### config.mk
export PLATFORM = sky130hd
export DESIGN_NAME = vidTimingGen
export DESIGN_NICKNAME = d
export VERILOG_FILES = /design/src/rtl/vtgPkg.sv /design/src/rtl/vtgCtrl.sv /design/src/rtl/vtgData.sv /design/src/rtl/vidTimingGen.sv
export SDC_FILE = /design/constraint.sdc
export NUM_CORES = 1
export LEC_CHECK = 0
export BUFFER_PORTS_ARGS = -buffer_cell sky130_fd_sc_hd__buf_2
export CORE_AREA = 3 3 303 305
export DETAILED_ROUTE_END_ITERATION = 6
export DIE_AREA = 0 0 306 308
export HOLD_SLACK_MARGIN = 0.08
export PLACE_DENSITY = 0.45
export SETUP_SLACK_MARGIN = 0.2
export SYNTH_ARGS = -nofsm -noshare
export SYNTH_HDL_FRONTEND = slang
export SYNTH_SLANG_ARGS = --single-unit
### constraint.sdc
create_clock -name clk -period 10.5 [get_ports clk]
set_clock_uncertainty 0.2 [all_clocks]
set_input_delay 2.625 -clock clk [delete_from_list [all_inputs] [get_ports clk]]
set_output_delay 2.625 -clock clk [all_outputs]
set_load 0.01 [all_outputs]
### src/rtl/vtgPkg.sv
package vtgPkg;
  localparam int DIM_W  = 12;
  localparam int CNT_W  = 24;
  localparam int WIDE_W = 2 * CNT_W;

  typedef logic [DIM_W-1:0] dim_t;
  typedef logic [CNT_W-1:0] cnt_t;

  typedef struct packed {
    dim_t actW;
    dim_t actH;
    dim_t hSync;
    dim_t hBack;
    dim_t hFront;
    dim_t vSync;
    dim_t vBack;
    dim_t vFront;
    logic hPol;
    logic vPol;
    logic dePol;
    cnt_t frameTarget;
  } cfg_t;

  // strobes from the counter control to the output datapath
  typedef struct packed {
    logic hs;
    logic vs;
    logic de;
    logic frameEnd;
    dim_t xPos;
    dim_t yPos;
  } strobe_t;

  function automatic cnt_t lineTotal(cfg_t c);
    return cnt_t'(c.hSync) + cnt_t'(c.hBack) + cnt_t'(c.actW) + cnt_t'(c.hFront);
  endfunction

  function automatic cnt_t frameLines(cfg_t c);
    return cnt_t'(c.vSync) + cnt_t'(c.vBack) + cnt_t'(c.actH) + cnt_t'(c.vFront);
  endfunction

  // clocks added to the last line so the frame meets its target
  function automatic cnt_t stretchOf(cfg_t c);
    logic [WIDE_W-1:0] nominal;
    logic [WIDE_W-1:0] target;
    nominal = WIDE_W'(lineTotal(c)) * WIDE_W'(frameLines(c));
    target  = WIDE_W'(c.frameTarget);
    return (target > nominal) ? cnt_t'(target - nominal) : '0;
  endfunction
endpackage

### src/rtl/vtgCtrl.sv
module vtgCtrl
  import vtgPkg::*;
#(
  parameter cfg_t RST_CFG = '0
) (
  input  logic    clk,
  input  logic    rstN,
  input  cfg_t    cfgIn,
  output cfg_t    cfgNow,
  output strobe_t stb
);
  cnt_t hCnt, vCnt, stretch;
  cnt_t hTot, vTot, hActLo, hActHi, vActLo, vActHi, lineLen;
  logic lastLine, lineEnd, hAct, vAct;

  always_comb begin
    hTot     = lineTotal(cfgNow);
    vTot     = frameLines(cfgNow);
    hActLo   = cnt_t'(cfgNow.hSync) + cnt_t'(cfgNow.hBack);
    hActHi   = hActLo + cnt_t'(cfgNow.actW);
    vActLo   = cnt_t'(cfgNow.vSync) + cnt_t'(cfgNow.vBack);
    vActHi   = vActLo + cnt_t'(cfgNow.actH);
    lastLine = (vCnt == vTot - 1'b1);
    lineLen  = hTot + (lastLine ? stretch : '0);
    lineEnd  = (hCnt == lineLen - 1'b1);
    hAct     = (hCnt >= hActLo) && (hCnt < hActHi);
    vAct     = (vCnt >= vActLo) && (vCnt < vActHi);

    stb.hs       = hCnt < cnt_t'(cfgNow.hSync);
    stb.vs       = vCnt < cnt_t'(cfgNow.vSync);
    stb.de       = hAct && vAct;
    stb.frameEnd = lineEnd && lastLine;
    stb.xPos     = dim_t'(hCnt - hActLo);
    stb.yPos     = dim_t'(vCnt - vActLo);
  end

  always_ff @(posedge clk or negedge rstN) begin
    if (!rstN) begin
      hCnt    <= '0;
      vCnt    <= '0;
      cfgNow  <= RST_CFG;
      stretch <= stretchOf(RST_CFG);
    end else if (stb.frameEnd) begin
      hCnt    <= '0;
      vCnt    <= '0;
      cfgNow  <= cfgIn;
      stretch <= stretchOf(cfgIn);
    end else if (lineEnd) begin
      hCnt <= '0;
      vCnt <= vCnt + 1'b1;
    end else begin
      hCnt <= hCnt + 1'b1;
    end
  end
endmodule

### src/rtl/vtgData.sv
module vtgData
  import vtgPkg::*;
#(
  parameter logic [2:0] RST_POL = 3'b100
) (
  input  logic       clk,
  input  logic       rstN,
  input  logic [2:0] lvl,
  input  logic [2:0] pol,
  input  logic       act,
  input  dim_t       xPos,
  input  dim_t       yPos,
  output logic [2:0] syncOut,
  output dim_t       pixX,
  output dim_t       pixY
);
  // one registered driver per strobe: bit 0 hsync, 1 vsync, 2 DE
  for (genvar i = 0; i < 3; i++) begin : g_sync
    logic q;
    always_ff @(posedge clk or negedge rstN) begin
      if (!rstN) q <= ~RST_POL[i];
      else       q <= ~(lvl[i] ^ pol[i]);
    end
    assign syncOut[i] = q;
  end

  always_ff @(posedge clk or negedge rstN) begin
    if (!rstN) begin
      pixX <= '0;
      pixY <= '0;
    end else begin
      pixX <= act ? xPos : '0;
      pixY <= act ? yPos : '0;
    end
  end
endmodule

### src/rtl/vidTimingGen.sv
module vidTimingGen
  import vtgPkg::*;
#(
  parameter int DEF_ACT_W  = 1280,
  parameter int DEF_ACT_H  = 640,
  parameter int DEF_HSYNC  = 40,
  parameter int DEF_HBACK  = 50,
  parameter int DEF_HFRONT = 50,
  parameter int DEF_VSYNC  = 20,
  parameter int DEF_VBACK  = 31,
  parameter int DEF_VFRONT = 30,
  parameter bit DEF_HPOL   = 1'b0,
  parameter bit DEF_VPOL   = 1'b0,
  parameter bit DEF_DEPOL  = 1'b1,
  parameter int DEF_TARGET = 0
) (
  input  logic                        clk,
  input  logic                        rstN,
  input  logic [vtgPkg::DIM_W-1:0]    actWidth,
  input  logic [vtgPkg::DIM_W-1:0]    actHeight,
  input  logic [vtgPkg::DIM_W-1:0]    hSyncLen,
  input  logic [vtgPkg::DIM_W-1:0]    hBackLen,
  input  logic [vtgPkg::DIM_W-1:0]    hFrontLen,
  input  logic [vtgPkg::DIM_W-1:0]    vSyncLen,
  input  logic [vtgPkg::DIM_W-1:0]    vBackLen,
  input  logic [vtgPkg::DIM_W-1:0]    vFrontLen,
  input  logic                        hSyncHigh,
  input  logic                        vSyncHigh,
  input  logic                        deHigh,
  input  logic [vtgPkg::CNT_W-1:0]    frameTarget,
  output logic                        hSyncOut,
  output logic                        vSyncOut,
  output logic                        deOut,
  output logic [vtgPkg::DIM_W-1:0]    pixX,
  output logic [vtgPkg::DIM_W-1:0]    pixY
);
  localparam cfg_t RST_CFG = '{
    actW: dim_t'(DEF_ACT_W),   actH: dim_t'(DEF_ACT_H),
    hSync: dim_t'(DEF_HSYNC),  hBack: dim_t'(DEF_HBACK),
    hFront: dim_t'(DEF_HFRONT),
    vSync: dim_t'(DEF_VSYNC),  vBack: dim_t'(DEF_VBACK),
    vFront: dim_t'(DEF_VFRONT),
    hPol: DEF_HPOL, vPol: DEF_VPOL, dePol: DEF_DEPOL,
    frameTarget: cnt_t'(DEF_TARGET)
  };
  localparam logic [2:0] RST_POL = {DEF_DEPOL, DEF_VPOL, DEF_HPOL};

  cfg_t       cfgIn;
  cfg_t       cfgNow;
  strobe_t    stb;
  logic [2:0] syncVec;

  assign cfgIn = '{
    actW: actWidth, actH: actHeight,
    hSync: hSyncLen, hBack: hBackLen, hFront: hFrontLen,
    vSync: vSyncLen, vBack: vBackLen, vFront: vFrontLen,
    hPol: hSyncHigh, vPol: vSyncHigh, dePol: deHigh,
    frameTarget: frameTarget
  };

  vtgCtrl #(.RST_CFG(RST_CFG)) u_ctrl (
    .clk    (clk),
    .rstN   (rstN),
    .cfgIn  (cfgIn),
    .cfgNow (cfgNow),
    .stb    (stb)
  );

  vtgData #(.RST_POL(RST_POL)) u_data (
    .clk     (clk),
    .rstN    (rstN),
    .lvl     ({stb.de, stb.vs, stb.hs}),
    .pol     ({cfgNow.dePol, cfgNow.vPol, cfgNow.hPol}),
    .act     (stb.de),
    .xPos    (stb.xPos),
    .yPos    (stb.yPos),
    .syncOut (syncVec),
    .pixX    (pixX),
    .pixY    (pixY)
  );

  assign hSyncOut = syncVec[0];
  assign vSyncOut = syncVec[1];
  assign deOut    = syncVec[2];
endmodule

==> results of run 1 <==
## routing by layer
layer | wire length (µm) | part of all wire | vias to the layer above
met5 | 9 | 0.000095 | -
met4 | 1985 | 0.021 | 2
met3 | 2354 | 0.025 | 94
met2 | 44290 | 0.47 | 314
met1 | 45930 | 0.49 | 11862
li1 | - | - | 12094
## sequential cells by signal (all words and copies together), names as in the netlist
name,count
u_ctrl.cfgNow,99
u_data.g_sync.q,3
u_ctrl.stretch,24
u_data.pixY,12
u_ctrl.hCnt,24
u_data.pixX,12
u_ctrl.vCnt,24
## path summary, 6_finish.rpt
path | startpoint | to | slack (ps) | cells past startpoint
setup / recovery | hBackLen[2] | u_ctrl.stretch[23] | -2450 | 52
setup reg to reg | u_ctrl.cfgNow[39] | u_ctrl.stretch[3] | -210 | 48
max in group asynchronous | rstN | u_ctrl.hCnt[14] | 6760 | 2
hold / removal | u_ctrl.cfgNow[26] | u_data.g_sync[0].q | 230 | 1
min in group asynchronous | rstN | u_ctrl.cfgNow[69] | 1930 | 1
hold reg to reg | u_ctrl.cfgNow[26] | u_data.g_sync[0].q | 230 | 1
## stage by stage
step	setup slack, ps	area, µm²	utilization
after CTS	-2126	36850	0.4113
after global placement	-3115	33340	0.3721
final	-2446	37910	0.4231
after detailed placement	-3193	33340	0.3721
after global routing	-2951	37910	0.4231
after floorplan	-2271	26940	-
## cell type report
class / count / share of cell area
Clock inverter: 9 / 0.001749
Tap cell: 1176 / 0.03881
Clock buffer: 23 / 0.01287
Sequential cell: 198 / 0.1316
Timing Repair Buffer: 871 / 0.1955
Inverter: 544 / 0.05386
Multi-Input combinational cell: 2336 / 0.5656
## placed cells by master, fill, tap and decap left out, types with 29 or more instances in the layout
cell type  synthesis  layout
buf_2             17     144
o21ai_2            0      65
nand2b_1          49      42
nor2_1           218     188
nor3_1            56      51
nand2_1          299     239
ha_1             405     360
nand4_1           36      36
nand2_4            0      33
ha_4               0      35
o21ai_1           22      36
buf_16             0      33
buf_6              3      35
o21a_1            29      29
a21o_1            70      70
nand3_1           54      48
nor2b_1           38      38
fa_1             192     182
dfrtp_1          172     172
xnor2_1          126     112
xor2_1            88      74
buf_4              3     621
o21ai_0          150      70
a21oi_1          152     122
mux2_2            49      41
and2_1            42      37
inv_1            543     520
## cell usage after synthesis (7+ instances only)
cell | instances | area, µm²
xnor2_1 | 126 | 1104
o2111ai_1 | 8 | 70.07
nor3_1 | 56 | 280.3
nand4_1 | 36 | 225.2
fa_1 | 192 | 3844
xor2_1 | 88 | 770.7
o21a_1 | 29 | 217.7
o21bai_1 | 22 | 165.2
a21oi_1 | 152 | 760.7
buf_2 | 17 | 85.08
or2_2 | 11 | 68.82
mux2i_1 | 18 | 180.2
o211ai_1 | 17 | 127.6
inv_1 | 543 | 2038
and3_1 | 25 | 156.4
o21ai_0 | 150 | 750.7
dfstp_2 | 26 | 683.2
nand2b_1 | 49 | 306.5
clkbuf_1 | 54 | 202.7
mux2_2 | 49 | 551.8
nand3_1 | 54 | 270.3
a21o_1 | 70 | 525.5
nor4_1 | 14 | 87.58
a211o_1 | 9 | 78.83
and2_1 | 42 | 262.8
ha_1 | 405 | 5067
nor2_1 | 218 | 818.3
a21boi_0 | 13 | 97.59
dfrtp_1 | 172 | 4304
o41ai_1 | 11 | 96.34
a211oi_1 | 17 | 127.6
a31oi_1 | 7 | 43.79
o21ai_1 | 22 | 110.1
nand2_1 | 299 | 1122
nor2b_1 | 38 | 237.7
nand4b_1 | 7 | 61.31
a2111oi_0 | 7 | 61.31
## critical path: cells and delay by family
family                     cells  cell delay, ps
adders and majority gates     12            4790
AOI/OAI and AO/OA             15            2620
buffers and inverters         15            1630
and+or+nand+nor                6             960
xor gates and xnor gates       4             510
## cells by family after synthesis
| logic type | synth area share |
|---|---|
| compound gates | 0.1380 |
| fa+ha+maj | 0.3332 |
| flops | 0.1865 |
| mux | 0.02793 |
| xor+xnor | 0.07008 |
| simple gates | 0.1549 |
| buf+inv | 0.08950 |
## timing repair
item | in CTS | in global routing
buffers inserted | 74 | 22
gates cloned | 32 | 4
hold endpoints to repair | 0 | 0
pin swaps | 104 | 96
resized for setup | 400 | 193
setup endpoints to repair | 171 | 171
==> out/qor.log, run 1 <==
qor: drt.vias 24366
qor: run.max_cap_violations 0
qor: floorplan.core_area 89600 µm²
qor: cts.cts.path.max_buffers 2
qor: cts.insertion_delay 520 ps
qor: cts.tritoncts done
qor: logic_synthesis.ys_ff_latch 198
qor: drt.drt-wirelength-per-cell 18.34 µm
qor: setup_path.crit_path_max_incr_delay 630 ps
qor: floorplan.floorplan.rows 110
qor: logic_synthesis.synth-seq-area-share 0.1865
qor: setup_path.endpoint_kind flop
qor: drt.routed_wl 94570 µm
qor: logic_synthesis.syn_area_per_cell 8.474 µm²
qor: layout.fin_nets 4690
qor: global_routing.grt_max_degree 89
qor: layout.area_delta_synth_final 41.75%
qor: floorplan.start_util 0.2985
qor: timing.slew-limit-headroom 0.2556
qor: timing.period_needed 12950 ps
qor: min_path.hold_path_class flop to flop
qor: timing.maxClockFrequency 77.24 MHz
qor: floorplan.top_level_ports 152
qor: layout.ff_latch_area 4987 µm²
qor: global_routing.globalRouteMet1Util 0.2789
qor: setup_path.timing.critical_path.arrival 13160 ps
qor: floorplan.die_outline_area 94250 µm²
qor: setup_path.startpoint_type primary input
qor: drt.drt_drc_violations_left 0
qor: cts.cts_made_buffers 17
qor: setup_path.timing.critical_path.fanout_max 5
qor: global_routing.grt.met2_usage 0.3352
qor: timing.fin_hold_ws 227.2 ps
qor: global_routing.grt_pass1_vias 24771
qor: global_routing.grt.overflow.total 0
qor: cts.clock_pin_slew_on_the_worst_setup_and_hold_paths 80 ps
qor: global_routing.grt-busiest-layer met2
qor: layout.drive_gt1_frac 0.3404
qor: run_status.failing_checks negative setup slack
qor: drt.final_antenna_net_count 0
qor: global_routing.use_met3 0.02280
qor: run_status.outcome complete, but fails checks
qor: floorplan.die-width 306 µm
qor: cts.clock_tree.root_cell clkbuf_16
qor: logic_synthesis.yosysUniqueCellTypes 81
qor: timing.grt_setup_unrepaired yes
qor: place.dpl.cell_count 4993
qor: setup_path.cpMostUsedCell buf_4
qor: setup_path.worst_path_max_delay_cell fa_1
qor: timing.tightest_slew 1112 ps
qor: logic_synthesis.synth-async-reset-ratio 1.000
qor: logic_synthesis.syn-cell-area 26740 µm²
qor: timing.timing_hold_violations_final 0
qor: drt.firstDrtPassIters 5
qor: global_routing.grt_usage 0.2010
qor: timing.final.period_utilization 1.233
qor: layout.fillCellCount 9028
qor: timing.timing.setup.tns -62880 ps
qor: timing.number_of_max_slew_violations_in_the_final_report 0
qor: place.port-buffer-count 151
qor: cts.htreeDepth 4
qor: setup_path.critical_path_required 10710 ps
qor: floorplan.fp.dieH 308 µm
qor: drt.detailedRoute.firstIterationViolations 1102
qor: logic_synthesis.yosysWarnings 0
qor: logic_synthesis.mapped_nets 3878
qor: cts.count_of_clock_tree_sinks 198
qor: logic_synthesis.synthesis.instances 3156
qor: global_routing.global_route_wire_length_before_repair 145500 µm
qor: layout.insertedDiodeCount 0
qor: logic_synthesis.main_synth_ff_type dfrtp_1
qor: layout.layoutNonFillerInstCount 5157
qor: cts.number_of_buffers_added_to_fix_hold_violations_after_cts 0
qor: timing.timing.final.setup_violations 123
qor: place.dp_hpwl 75580 µm
qor: layout.multi_input_comb_area 21440 µm²
qor: logic_synthesis.synth-edff-count 0
qor: timing.fin_ws -2446 ps
qor: setup_path.criticalPathCategory primary input to flop
qor: global_routing.grt_antenna_before_repair 1
qor: place.placer_s_final_routability_congestion_estimate 0.8839
qor: drt.detail_route.vias_per_cell 4.725
Power of run 1 is left out: the tool's default activity adds up to more than one toggle a clock period on the data nets, which glitch-free logic cannot reach.
==> run 2: changes to the inputs <==
==> constraint.sdc (replaced) <==
create_clock -name clk -period 10.5 [get_ports clk]
set_clock_uncertainty 0.2 [all_clocks]
set_input_delay 1.05 -clock clk [delete_from_list [all_inputs] [get_ports clk]]
set_output_delay 1.05 -clock clk [all_outputs]
set_load 0.01 [all_outputs]
==> run 2 against run 1 <==
  * The run still ends with negative setup slack left
  * Cell count fell by 0.47%
  * Design area fell by 0.28%
  * Via count barely moved
  * Maximum frequency rose by 14%
  * Setup slack improved by 1600 ps
  * Sequential cell count did not move
  * Sequential share of layout area barely moved
  * Routed wire length rose by 2.3%
==> out/qor.log, run 2 (synthesis gave the netlist of run 1 again) <==
qor: run_status.outcome complete, but fails checks
qor: cts.insertion_delay 520 ps [about the same]
qor: global_routing.grt.overflow.total 0 [unchanged]
qor: run.max_cap_violations 0 [unchanged]
qor: run_status.failing_checks negative setup slack
qor: cts.cts.path.max_buffers 2 [unchanged]
qor: setup_path.cpMostUsedCell fa_1
qor: setup_path.critical_path_required 10730 ps [+20 ps]
qor: layout.drive_gt1_frac 0.3326 [-0.007792]
qor: floorplan.die-width 306 µm [unchanged]
qor: cts.tritoncts done
qor: layout.layout_commonest_cell buf_4
qor: timing.period_needed 11340 ps [-1610 ps]
qor: layout.layout_common_cells 592 x buf_4, 527 x inv_1, 368 x ha_1, 241 x nand2_1, 186 x nor2_1
qor: global_routing.global_route_wire_length_before_repair 147100 µm [+1.1%]
qor: timing.timing_hold_violations_final 0 [unchanged]
qor: setup_path.endpoint_kind flop
qor: cts.cts_made_buffers 17 [unchanged]
qor: place.port-buffer-count 151 [unchanged]
qor: floorplan.core_area 89600 µm² [unchanged]
qor: timing.number_of_max_slew_violations_in_the_final_report 0 [unchanged]
qor: timing.grt_setup_unrepaired yes
qor: timing.fin_hold_ws 222.7 ps [-4.523 ps]
qor: timing.timing.final.setup_violations 163 [+33%]
qor: timing.tightest_slew 1093 ps [-18.82 ps]
qor: setup_path.timing.critical_path.arrival 11570 ps [-1590 ps]
qor: floorplan.die_outline_area 94250 µm² [unchanged]
qor: drt.routed_wl 96760 µm [+2.3%]
qor: drt.drt_drc_violations_left 0 [unchanged]
qor: place.placer_s_final_routability_congestion_estimate 0.8799 [-0.45%]
qor: cts.htreeDepth 4 [unchanged]
qor: drt.final_antenna_net_count 0 [unchanged]
qor: floorplan.fp.dieH 308 µm [unchanged]
qor: setup_path.criticalPathCategory primary input to flop
qor: global_routing.grt_usage 0.2046 [+0.003528]
qor: floorplan.top_level_ports 152 [unchanged]
qor: layout.fin_nets 4666 [-0.51%]
qor: timing.maxClockFrequency 88.21 MHz [+14%]
qor: drt.detail_route.vias_per_cell 4.744 [+0.40%]
qor: place.dp_hpwl 75020 µm [-0.74%]
qor: setup_path.timing.critical_path.fanout_max 5 [unchanged]
qor: cts.clock_pin_slew_on_the_worst_setup_and_hold_paths 80 ps [about the same]
qor: drt.detailedRoute.firstIterationViolations 1260 [+14%]
qor: global_routing.grt_pass1_vias 24744 [-0.11%]
qor: setup_path.startpoint_type primary input
qor: layout.regMostFlops u_ctrl.cfgNow
qor: timing.final.period_utilization 1.080 [-0.1533]
qor: cts.clock_tree.root_cell clkbuf_16
qor: global_routing.grt_max_degree 106 [+19%]
qor: timing.slew-limit-headroom 0.2682 [+0.01260]
qor: timing.timing.setup.tns -46920 ps [+15960 ps]
qor: layout.insertedDiodeCount 0 [unchanged]
qor: cts.number_of_buffers_added_to_fix_hold_violations_after_cts 0 [unchanged]
qor: floorplan.start_util 0.2985 [unchanged]
qor: floorplan.floorplan.rows 110 [unchanged]
qor: setup_path.worst_path_max_delay_cell fa_1
qor: min_path.hold_path_class flop to flop
qor: drt.firstDrtPassIters 5 [unchanged]
qor: timing.fin_ws -836.5 ps [+1610 ps]
qor: cts.count_of_clock_tree_sinks 198 [unchanged]
qor: setup_path.crit_path_max_incr_delay 560 ps [-70 ps]
qor: layout.area_delta_synth_final 41.35%
qor: global_routing.grt_antenna_before_repair 2 [+1]
qor: layout.max_ffs_per_register 99 [unchanged]
qor: drt.vias 24349 [-0.070%]
qor: drt.drt-wirelength-per-cell 18.85 µm [+2.8%]
-- run 2: worst paths after layout --
check,from,to,slack (ps),cells after the start
max in group asynchronous,rstN,u_ctrl.cfgNow[54],8270,2
min in group asynchronous,rstN,u_ctrl.cfgNow[72],390,1
min reg2reg,u_ctrl.cfgNow[26],u_data.g_sync[0].q,220,1
min,u_ctrl.cfgNow[26],u_data.g_sync[0].q,220,1
max,hSyncLen[0],u_ctrl.stretch[2],-840,55
max reg2reg,u_ctrl.cfgNow[39],u_ctrl.vCnt[23],-350,52
-- run 2: layer usage --
metal	vias up	global-route usage	share of wire	wire (µm)
li1	12054	-	-	-
met1	11812	0.2788	0.47	45940
met2	390	0.3476	0.47	45490
met3	89	0.02376	0.032	3134
met4	4	0.04642	0.022	2177
met5	-	0	0.00024	23
-- run 2: worst max-delay path: cells and delay by family --
kind	cells	cell delay, ps
adder cells (fa/ha/maj)	13	4980
AO/OA/AOI/OAI	18	2770
AND/OR/NAND/NOR	10	1320
buffers and inverters	11	1010
XOR/XNOR	3	410
-- run 2: timing repair --
action                     4_1_cts  5_1_grt
setup endpoints to repair      171      171
buffers inserted                67       32
gates cloned                    42        2
pin swaps                      112      128
gates resized for setup        288      260
-- run 2: final cells by class --
class	instances	area (µm²)
clock buffers	24	491.7
well taps	1176	1471
flip-flops and latches	198	4987
clock inverters	8	108.9
repair buffers	847	7391
multi-input cells	2336	21310
inverters	544	2042
fillers	8925	51790
-- run 2: per-stage QoR --
step | util | std cells | instance area (µm²) | worst slack, ps
finish | 0.4219 | 5133 | 37800 | -836.5
global route | 0.4219 | 5133 | 37800 | -1369
CTS | 0.4059 | 5099 | 36360 | -772.8
detailed placement | 0.3694 | 4958 | 33100 | -1645
global placement | 0.3694 | 4958 | 33100 | -1578
floorplan | - | 3156 | 26940 | -695.7
Power of run 2 is left out for the same reason.
==> run 3: changes to the inputs <==
--- a/config.mk
+++ b/config.mk
@@ -5,12 +5,12 @@
 export SDC_FILE = /design/constraint.sdc
 export NUM_CORES = 1
 export LEC_CHECK = 0
-export BUFFER_PORTS_ARGS = -buffer_cell sky130_fd_sc_hd__buf_2
 export CORE_AREA = 3 3 303 305
 export DETAILED_ROUTE_END_ITERATION = 6
 export DIE_AREA = 0 0 306 308
+export DONT_BUFFER_PORTS = 1
 export HOLD_SLACK_MARGIN = 0.08
-export PLACE_DENSITY = 0.45
+export PLACE_DENSITY = 0.44
 export SETUP_SLACK_MARGIN = 0.2
 export SYNTH_ARGS = -nofsm -noshare
 export SYNTH_HDL_FRONTEND = slang
==> run 3 against run 2 <==
  * The run still ends with negative setup slack left
  * Die area stayed put
  * Core utilization decreased by 1.8 points
  * Design area is 4.3% lower
==> out/qor.log, run 3 (synthesis gave the netlist of run 1 again) <==
qor: floorplan.top_level_ports 152 [unchanged]
qor: place.dp_hpwl 73940 µm [-1.4%]
qor: cts.insertion_delay 510 ps [about the same]
qor: setup_path.startpoint_type primary input
qor: setup_path.critical_path_required 10750 ps [+20 ps]
qor: drt.highest_layer met4
qor: layout.regMostFlops u_ctrl.cfgNow
qor: layout.fin_nets 4450 [-4.6%]
qor: floorplan.die_outline_area 94250 µm² [unchanged]
qor: floorplan.die-width 306 µm [unchanged]
qor: timing.slew-limit-headroom 0.2183 [-0.04983]
qor: cts.count_of_clock_tree_sinks 198 [unchanged]
qor: floorplan.start_util 0.2985 [unchanged]
qor: drt.routed_wl 94500 µm [-2.3%]
qor: timing.grt_setup_unrepaired yes
qor: global_routing.grt_pass1_vias 23378 [-5.5%]
qor: setup_path.timing.critical_path.arrival 11220 ps [-350 ps]
qor: drt.firstDrtPassIters 5 [unchanged]
qor: global_routing.grt_usage 0.1920 [-0.01255]
qor: layout.layoutNonFillerInstCount 4917 [-4.2%]
qor: layout.max_ffs_per_register 99 [unchanged]
qor: drt.total_length_of_routed_met2_wires 44780 µm [-1.6%]
qor: timing.fin_ws -472.5 ps [+364.0 ps]
qor: min_path.hold_path_class primary input to async pin
qor: timing.period_needed 10970 ps [-364.0 ps]
qor: setup_path.endpoint_kind flop
qor: layout.insertedDiodeCount 0 [unchanged]
qor: cts.htreeDepth 4 [unchanged]
qor: run.max_cap_violations 0 [unchanged]
qor: run_status.failing_checks negative setup slack
qor: cts.tritoncts done
qor: drt.detailedRoute.firstIterationViolations 1286 [+2.1%]
qor: layout.ff_latch_area 4987 µm² [unchanged]
qor: drt.drt-met1-wl 45220 µm [-1.6%]
qor: drt.routed-wl-met3 3150 µm [+0.51%]
qor: run_status.outcome complete, but fails checks
qor: global_routing.grt_max_degree 173 [+63%]
qor: drt.drt-wirelength-per-cell 19.22 µm [+2.0%]
qor: place.placer_s_final_routability_congestion_estimate 0.8825 [+0.30%]
qor: layout.fillCellCount 9039 [+1.3%]
qor: timing.final.period_utilization 1.045 [-0.03466]
qor: cts.cts_made_buffers 17 [unchanged]
qor: timing.tightest_slew 1167 ps [+74.41 ps]
qor: floorplan.fp.dieH 308 µm [unchanged]
qor: place.dpl.cell_count 4777 [-3.7%]
qor: setup_path.worst_path_max_delay_cell fa_1
qor: layout.drive_gt1_frac 0.2967 [-0.03586]
qor: drt.drt_drc_violations_left 0 [unchanged]
qor: cts.clock_pin_slew_on_the_worst_setup_and_hold_paths 90 ps [about the same]
qor: drt.final_antenna_net_count 0 [unchanged]
qor: layout.multi_input_comb_area 21340 µm² [+0.13%]
qor: setup_path.criticalPathCategory primary input to flop
qor: setup_path.crit_path_max_incr_delay 540 ps [-20 ps]
qor: layout.layout_commonest_cell buf_4
qor: drt.detail_route.vias_per_cell 4.771 [+0.58%]
qor: global_routing.global_route_wire_length_before_repair 139100 µm [-5.4%]
qor: global_routing.grt.overflow.total 0 [unchanged]
qor: setup_path.timing.critical_path.fanout_max 5 [unchanged]
qor: place.port-buffer-count 0 [-100%]
qor: setup_path.rr_worst_depth 48 [-7.7%]
qor: setup_path.cpMostUsedCell fa_1
qor: cts.clock_tree.root_cell clkbuf_16
qor: drt.vias 23460 [-3.7%]
qor: timing.maxClockFrequency 91.14 MHz [+3.3%]
qor: cts.cts.path.max_buffers 2 [unchanged]
qor: timing.number_of_max_slew_violations_in_the_final_report 0 [unchanged]
qor: timing.timing.final.setup_violations 44 [-73%]
qor: floorplan.core_area 89600 µm² [unchanged]
qor: layout.area_delta_synth_final 35.33%
qor: floorplan.floorplan.rows 110 [unchanged]
qor: global_routing.grt_antenna_before_repair 0 [-2]
qor: timing.timing_hold_violations_final 0 [unchanged]
qor: layout.layout_common_cells 554 x buf_4, 530 x inv_1, 366 x ha_1, 228 x nand2_1, 185 x nor2_1
[run 3: path summary, 6_finish.rpt]
check	start	to	slack [ps]
max in group asynchronous	rstN	u_ctrl.cfgNow[32]	8840
setup reg to reg	u_ctrl.cfgNow[40]	u_ctrl.cfgNow[59]	-60
setup / recovery	hSyncLen[1]	u_ctrl.stretch[5]	-470
hold reg to reg	u_ctrl.cfgNow[25]	u_data.g_sync[1].q	220
min in group clk	u_ctrl.cfgNow[25]	u_data.g_sync[1].q	220
hold / removal	rstN	u_ctrl.cfgNow[121]	190
[run 3: through the flow]
stage               TNS (ps)    util  hold WS [ps]  instance area (µm²)  setup WS (ps)
finish                -10850  0.4040         193.9                36190         -472.5
global route          -73400  0.4040         156.5                36190         -945.9
CTS                   -16760  0.3808         157.1                34120         -434.9
detailed placement   -163670  0.3582         218.3                32100          -1425
global placement     -159900  0.3582         211.4                32100          -1350
floorplan             -16050       -         201.7                26940         -695.7
[run 3: what timing repair did]
item | CTS | global route
setup endpoints to repair | 171 | 171
buffers inserted | 38 | 28
resized for setup | 190 | 342
pin swaps | 71 | 136
hold endpoints to repair | 172 | 0
hold buffers | 1 | 0
cloned | 14 | 27
[run 3: critical path, delay by kind of cell]
| kind | cells | cell delay [ps] |
|---|---|---|
| buffers and inverters | 10 | 1080 |
| and+or+nand+nor | 16 | 1770 |
| AOI/OAI and AO/OA | 15 | 2480 |
| adders and majority gates | 12 | 4490 |
| xor gates and xnor gates | 3 | 330 |
[run 3: layout make-up]
class                           instances  share of cell area
Multi-Input combinational cell       2337              0.5896
Timing Repair Buffer                  630              0.1581
Sequential cell                       198              0.1378
Inverter                              544             0.05676
Tap cell                             1176             0.04065
Clock buffer                           22             0.01310
Clock inverter                         10            0.003976
[run 3: metal layers]
| layer | global-route usage | vias up |
|---|---|---|
| li1 | - | 11636 |
| met1 | 0.2679 | 11450 |
| met3 | 0.02891 | 60 |
| met4 | 0.03341 | 0 |
| met5 | 0 | - |
| met2 | 0.3183 | 314 |
Power of run 3 is left out for the same reason.
